File: src/rtl/pr_pwm_pkg.sv
package pr_pwm_pkg;

    localparam int NLEG = 4;

    typedef enum logic [1:0] {
        LEG_LO,
        LEG_RISE,
        LEG_HI,
        LEG_FALL
    } leg_state_e;

    typedef enum logic {
        CAR_UP,
        CAR_DOWN
    } car_state_e;

endpackage

File: src/rtl/pr_carrier.sv
module pr_carrier
    import pr_pwm_pkg::*;
#(
    parameter int W    = 16,
    parameter int DIVW = 8
) (
    input  logic                clk,
    input  logic                rst_n,
    input  logic [DIVW-1:0]     tick_div,
    input  logic signed [W-1:0] h_in,
    output logic signed [W-1:0] car,
    output logic signed [W-1:0] hlim,
    output logic                samp,
    output logic                at_valley
);

    car_state_e          cst, cst_n;
    logic [DIVW-1:0]     pre, pre_n;
    logic signed [W-1:0] car_n, hlim_n;
    logic                tick, at_peak;

    // state register
    always_ff @(posedge clk or negedge rst_n) begin
        if (!rst_n) begin
            cst  <= CAR_DOWN;
            pre  <= '0;
            car  <= '0;
            hlim <= '0;
        end else begin
            cst  <= cst_n;
            pre  <= pre_n;
            car  <= car_n;
            hlim <= hlim_n;
        end
    end

    // next state and turn events
    always_comb begin
        tick      = (pre == tick_div);
        pre_n     = tick ? '0 : pre + 1'b1;
        cst_n     = cst;
        car_n     = car;
        hlim_n    = hlim;
        at_peak   = 1'b0;
        at_valley = 1'b0;
        if (tick) begin
            unique case (cst)
                CAR_UP: begin
                    if (car >= hlim) begin
                        at_peak = 1'b1;
                        cst_n   = CAR_DOWN;
                        car_n   = car - 1'b1;
                    end else begin
                        car_n = car + 1'b1;
                    end
                end
                CAR_DOWN: begin
                    if (car <= -hlim) begin
                        at_valley = 1'b1;
                        cst_n     = CAR_UP;
                        hlim_n    = h_in;
                        car_n     = car + 1'b1;
                    end else begin
                        car_n = car - 1'b1;
                    end
                end
                default: cst_n = CAR_DOWN;
            endcase
        end
    end

    assign samp = at_peak | at_valley;

endmodule

File: src/rtl/pr_pole_calc.sv
module pr_pole_calc
    import pr_pwm_pkg::*;
#(
    parameter int W       = 16,
    parameter int MU_FRAC = 8
) (
    input  logic signed [W-1:0]  va,
    input  logic signed [W-1:0]  vb,
    input  logic signed [W-1:0]  vcirc,
    input  logic signed [W-1:0]  h,
    input  logic [MU_FRAC:0]     mu,
    output logic [NLEG*W-1:0]    pole
);

    localparam int EW     = W + 4;
    localparam int MUW    = MU_FRAC + 1;
    localparam int PW     = EW + MUW + 2;
    localparam int MU_ONE = 1 << MU_FRAC;

    logic signed [EW-1:0] raw [NLEG];
    logic signed [EW-1:0] hi01, hi23, lo01, lo23, vmax, vmin;
    logic signed [EW-1:0] xmax, xmin, vx, h_e;
    logic signed [PW-1:0] w_hi, w_lo, acc;
    logic [MUW-1:0]       mu_c;

    always_comb begin
        h_e    = EW'(h);
        raw[0] = EW'(va);
        raw[1] = '0;
        raw[2] = (EW'(va) + EW'(vb) - EW'(vcirc)) >>> 1;
        raw[3] = (EW'(va) - EW'(vb) - EW'(vcirc)) >>> 1;
    end

    // max/min tree over the raw references
    always_comb begin
        hi01 = (raw[0] > raw[1]) ? raw[0] : raw[1];
        hi23 = (raw[2] > raw[3]) ? raw[2] : raw[3];
        lo01 = (raw[0] < raw[1]) ? raw[0] : raw[1];
        lo23 = (raw[2] < raw[3]) ? raw[2] : raw[3];
        vmax = (hi01 > hi23) ? hi01 : hi23;
        vmin = (lo01 < lo23) ? lo01 : lo23;
    end

    // offset bounds and weighted offset
    always_comb begin
        xmax = h_e - vmax;
        xmin = -h_e - vmin;
        mu_c = (mu > MUW'(MU_ONE)) ? MUW'(MU_ONE) : mu;
        w_hi = PW'({1'b0, mu_c});
        w_lo = PW'(MU_ONE) - w_hi;
        acc  = PW'(xmax) * w_hi + PW'(xmin) * w_lo;
        vx   = EW'(acc >>> MU_FRAC);
    end

    for (genvar i = 0; i < NLEG; i++) begin : g_sat
        logic signed [EW-1:0] t;
        always_comb begin
            t = raw[i] + vx;
            if (t > h_e)
                pole[i*W +: W] = W'(h_e);
            else if (t < -h_e)
                pole[i*W +: W] = W'(-h_e);
            else
                pole[i*W +: W] = W'(t);
        end
    end

endmodule

File: src/rtl/pr_leg_dt.sv
module pr_leg_dt
    import pr_pwm_pkg::*;
#(
    parameter int DTW = 8
) (
    input  logic           clk,
    input  logic           rst_n,
    input  logic           demand,
    input  logic [DTW-1:0] dead_cyc,
    output logic           g_hi,
    output logic           g_lo
);

    leg_state_e     st, st_n;
    logic [DTW-1:0] cnt, cnt_n;
    logic           dt_done;

    // state register
    always_ff @(posedge clk or negedge rst_n) begin
        if (!rst_n) begin
            st  <= LEG_FALL;
            cnt <= '0;
        end else begin
            st  <= st_n;
            cnt <= cnt_n;
        end
    end

    // next state
    always_comb begin
        st_n    = st;
        cnt_n   = cnt;
        dt_done = ({1'b0, cnt} + {{DTW{1'b0}}, 1'b1}) >= {1'b0, dead_cyc};
        unique case (st)
            LEG_LO: begin
                if (demand) begin
                    if (dead_cyc == '0) begin
                        st_n = LEG_HI;
                    end else begin
                        st_n  = LEG_RISE;
                        cnt_n = '0;
                    end
                end
            end
            LEG_RISE: begin
                if (!demand)
                    st_n = LEG_LO;
                else if (dt_done)
                    st_n = LEG_HI;
                else
                    cnt_n = cnt + 1'b1;
            end
            LEG_HI: begin
                if (!demand) begin
                    if (dead_cyc == '0) begin
                        st_n = LEG_LO;
                    end else begin
                        st_n  = LEG_FALL;
                        cnt_n = '0;
                    end
                end
            end
            LEG_FALL: begin
                if (demand)
                    st_n = LEG_HI;
                else if (dt_done)
                    st_n = LEG_LO;
                else
                    cnt_n = cnt + 1'b1;
            end
            default: st_n = LEG_FALL;
        endcase
    end

    // outputs
    always_comb begin
        g_hi = (st == LEG_HI);
        g_lo = (st == LEG_LO);
    end

endmodule

File: src/rtl/pr_pwm_mod.sv
module pr_pwm_mod
    import pr_pwm_pkg::*;
#(
    parameter int W       = 16,
    parameter int MU_FRAC = 8,
    parameter int DIVW    = 8,
    parameter int DTW     = 8
) (
    input  logic                 clk,
    input  logic                 rst_n,
    input  logic signed [W-1:0]  va_ref,
    input  logic signed [W-1:0]  vb_ref,
    input  logic signed [W-1:0]  circ_ref,
    input  logic signed [W-1:0]  vdc_ref,
    input  logic [MU_FRAC:0]     mu,
    input  logic                 dual_carrier,
    input  logic [DIVW-1:0]      tick_div,
    input  logic [DTW-1:0]       dead_cyc,
    output logic [NLEG-1:0]      gate_hi,
    output logic [NLEG-1:0]      gate_lo,
    output logic [NLEG*W-1:0]    pole_ref
);

    localparam int HALF = NLEG / 2;

    logic signed [W-1:0] h_in, h_sel, hlim, car, car_inv;
    logic                samp, at_valley;
    logic [NLEG*W-1:0]   pole_nx;

    assign h_in    = vdc_ref[W-1] ? '0 : (vdc_ref >>> 1);
    assign h_sel   = at_valley ? h_in : hlim;
    assign car_inv = -car;

    pr_carrier #(.W(W), .DIVW(DIVW)) u_car (
        .clk       (clk),
        .rst_n     (rst_n),
        .tick_div  (tick_div),
        .h_in      (h_in),
        .car       (car),
        .hlim      (hlim),
        .samp      (samp),
        .at_valley (at_valley)
    );

    pr_pole_calc #(.W(W), .MU_FRAC(MU_FRAC)) u_calc (
        .va    (va_ref),
        .vb    (vb_ref),
        .vcirc (circ_ref),
        .h     (h_sel),
        .mu    (mu),
        .pole  (pole_nx)
    );

    // references move only at carrier turning points
    always_ff @(posedge clk or negedge rst_n) begin
        if (!rst_n)
            pole_ref <= '0;
        else if (samp)
            pole_ref <= pole_nx;
    end

    for (genvar i = 0; i < NLEG; i++) begin : g_leg
        logic signed [W-1:0] ref_i, car_sel;
        logic                demand;
        assign ref_i = pole_ref[i*W +: W];
        if (i < HALF) begin : g_a
            assign car_sel = car;
        end else begin : g_b
            assign car_sel = dual_carrier ? car_inv : car;
        end
        assign demand = (ref_i > car_sel);

        pr_leg_dt #(.DTW(DTW)) u_leg (
            .clk      (clk),
            .rst_n    (rst_n),
            .demand   (demand),
            .dead_cyc (dead_cyc),
            .g_hi     (gate_hi[i]),
            .g_lo     (gate_lo[i])
        );
    end

endmodule

File: config.mk
export PLATFORM = sky130hd
export DESIGN_NAME = pr_pwm_mod
export DESIGN_NICKNAME = d
export VERILOG_FILES = /design/src/rtl/pr_pwm_pkg.sv /design/src/rtl/pr_carrier.sv /design/src/rtl/pr_pole_calc.sv /design/src/rtl/pr_leg_dt.sv /design/src/rtl/pr_pwm_mod.sv
export SDC_FILE = /design/constraint.sdc
export NUM_CORES = 2
export LEC_CHECK = 0
export BUFFER_PORTS_ARGS = -buffer_cell sky130_fd_sc_hd__buf_2
export CORE_UTILIZATION = 65
export DETAILED_ROUTE_END_ITERATION = 6
export GPL_TIMING_DRIVEN = 1
export PLACE_DENSITY = 0.81
export SYNTH_ARGS = -nofsm -noshare
export SYNTH_HDL_FRONTEND = slang
export SYNTH_SLANG_ARGS = --single-unit
File: constraint.sdc
create_clock -name clk -period 21.2 [get_ports clk]
set_input_delay 3.18 -clock clk [delete_from_list [all_inputs] [get_ports clk]]
set_output_delay 3.18 -clock clk [all_outputs]
set_load 0.01 [all_outputs]
==> results by group <==
Placed design
  – DP Wirelength: 101000 um
  – DP Worst Slack: -1240 ps
  – Number of buffers added on ports: 162
  – GPL Wtd Cong: 1.03

Critical path
  – CP arrival: 21640 ps
  – Crit path largest cell delay: approximately 600 ps
  – Critical path class: in2reg
  – Critical path's slowest cell: fa_2
  – Worst Setup End Kind: flip-flop
  – CP dominant cell by count: buf_4
  – CP max FO: 8
  – CP Buf/Inv Count: 18
  – Startpoint types: input pin
  – Delay-heaviest family, CP: adder cells
  – Critical Path RT: 21490 ps

Cells and area
  – Nets: 6170
  – Final design utilization: 0.834
  – Share of cells above drive strength 1: 0.249
  – Synthesis-to-finish area growth: 26.3%
  – Layout fillers: approximately 3300

Floorplanning
  – Core Area: roughly 0.054 mm2
  – DIE WIDTH: 236 um
  – Number of primary I/O pins: approximately 160
  – Die area: 0.0558 mm2
  – Starting Density: 0.660
  – Rows: 85
  – Die height: 236 um

Clock network
  – CTS Hold Buffers Added: 0
  – Clock Sinks: 143
  – CTS clk-pin slew, worst paths: 80 ps
  – Root Buffer: clkbuf_16
  – Clk buf depth: 2
  – CTS buffer count: 17
  – CTS tree: built
  – Clock Latency Late Sink: 440 ps
  – H-tree Lvls: 4

Synthesis
  – Unique masters post-synth: 98
  – Seq cells post-synth: roughly 140
  – Number of synthesized flops with an enable pin: 0
  – Mapped cell area: 0.0357 mm2
  – Primary FF master, synth: dfrtp_1
  – Mean Syn Cell Area: 8.36 um2
  – Syn. warnings: 0
  – Cell count after synthesis: approximately 4300
  – Register area share after synthesis: 0.101
  – Fraction of registers with async set/reset: 1.00

Routing
  – Via count: 36000
  – DR vias/cell: around 6.2
  – Routed len/inst: 22.0 um
  – Post-Route WL: 129000 um
  – Drt pass-1 iters: 6
  – Detail Route Antenna Nets: 0
  – Post-route DRC: 0
  – Initial drt markers: 3680

Global routing
  – Aggregate global routing overflow: 0
  – Pin count of the biggest net entering global routing: 94
  – Vias in the first global route: 35200
  – First-pass GRT wire length: roughly 190000 um
  – Initial antenna violation count: 3
  – Total GRT Usage: 0.434

STA
  – Worst-margin pin slew: ~1400 ps
  – Slew Limit Fails: 0
  – Maximum clock rate: about 47 MHz
  – RSZ-0062 raised after global routing: true
  – Hold Violations, Final: 0
  – Count of final setup violators: 26
  – Fin Clk Skew: 17.4 ps
  – Period Utilization, post-route: 1.01
  – Final worst path period need: between 20000 and 25000 ps
  – Slew margin rel.: 0.0803
  – Setup ws final: -144 ps

Worst hold path
  – Worst hold path type: reg2reg

Run status
  – Failing checks: setup timing
  – Status: finished with violations

Job
  – Max-cap violation count: 0
final cells by class:
type	instances	area [um2]	share of cell area
multi-input cells	3333	30300	0.673
repair buffers	953	7020	0.156
flip-flops and latches	143	3590	0.0797
inverters	695	2610	0.0579
well taps	696	871	0.0193
clock buffers	17	425	0.00944
clock inverters	15	213	0.00472
diodes	2	5.00	0.000111
path summary, 6_finish.rpt:
check	startpoint	cells past startpoint	end	slack (ps)
min in group asynchronous	rst_n	1	pole_ref[19]$_DFFE_PN0P_	2760
max	circ_ref[2]	84	pole_ref[37]$_DFFE_PN0P_	-140
min reg2reg	g_leg[3].u_leg.cnt[5]$_DFFE_PN0P_	2	g_leg[3].u_leg.cnt[5]$_DFFE_PN0P_	530
min	g_leg[3].u_leg.cnt[5]$_DFFE_PN0P_	2	g_leg[3].u_leg.cnt[5]$_DFFE_PN0P_	530
max in group asynchronous	rst_n	2	u_car.hlim[9]$_DFFE_PN0P_	17090
max reg2reg	u_car.hlim[2]$_DFFE_PN0P_	73	pole_ref[7]$_DFFE_PN0P_	2340
cells in the final DEF (no fill, tap or decap), drive strengths merged, types with 12 or more instances in the layout:
cell,netlist,routed
fa,391,391
nand3,57,57
inv,694,703
o21bai,12,12
nor4,19,19
ha,544,544
nand2b,58,58
o21a,60,60
o21ai,208,208
or3,19,19
a21oi,215,215
nor2,320,320
nand2,421,421
o211ai,17,17
nor2b,77,77
mux2i,82,82
a21o,93,93
a31oi,26,26
a211oi,15,15
mux2,53,53
and3,18,18
o31ai,25,25
xor2,68,68
nor3,55,55
buf,21,951
and2,59,59
conb,2,21
clkbuf,95,19
dfrtp,134,134
xnor2,199,199
nand4,54,54
synth_stat cells (all sizes together) (77+ instances only):
master  count  area share
ha        544        0.19
nor2b      77       0.014
dfrtp     134       0.094
nand2     421       0.044
fa        391        0.22
a21oi     215       0.030
o21ai     208       0.030
xnor2     199       0.049
mux2i      82       0.023
a21o       93       0.020
clkbuf     95       0.010
nor2      320       0.034
inv       694       0.073
per-layer routing:
| metal | global-route usage | wire (um) |
|---|---|---|
| met5 | 0 | 16 |
| met4 | 0.217 | 9330 |
| met3 | 0.0809 | 14200 |
| met2 | 0.700 | 57500 |
| met1 | 0.561 | 47700 |
state kept, by name (all words and copies together), names as in the netlist:
signal / cells
u_car.car: 16
g_leg.u_leg.cnt: 32
pole_ref: 64
g_leg.u_leg.st: 8
u_car.hlim: 14
u_car.pre: 8
u_car.cst: 1
worst reg2reg max path: cells and delay by family (launching register included):
kind | cells | cell delay, ps
muxes | 2 | 610
AOI/OAI and AO/OA | 25 | 5000
and+or+nand+nor | 14 | 3340
adders and majority gates | 13 | 5470
buffers and inverters | 14 | 2040
xor gates and xnor gates | 5 | 1820
DFF | 1 | 430
cell families (layout without fill, tap and decap cells):
kind of cell             Yosys count  in the layout  share of synthesized area
AND/OR/NAND/NOR                 1196           1196                      0.156
adder cells (fa/ha/maj)          937            938                      0.411
buffers and inverters            811           1680                     0.0875
AO/OA/AOI/OAI                    775            775                      0.138
XOR/XNOR                         268            268                     0.0664
flip-flops                       143            143                      0.101
multiplexers                     135            135                     0.0403
other                              2             23                   0.000211
metrics by stage:
stage               area, um2  hold slack [ps]  std cells  setup TNS (ps)
detailed placement      42500              503       5751          -49240
floorplan               35800              472       4286               0
finish                  45100              534       5854           -2340
CTS                     43500              531       5797               0
global placement        42500              491       5751          -36200
global route            45100              566       5853          -31440
what timing repair did:
action / 4_1_cts / 5_1_grt
pin swaps: 13 / 169
setup endpoints to repair: 48 / 64
cloned: 2 / 2
setup buffers: 12 / 55
resized for setup: 43 / 244
Power is left out: the tool's default activity adds up to more than one toggle a clock period on the data nets, which glitch-free logic cannot reach.
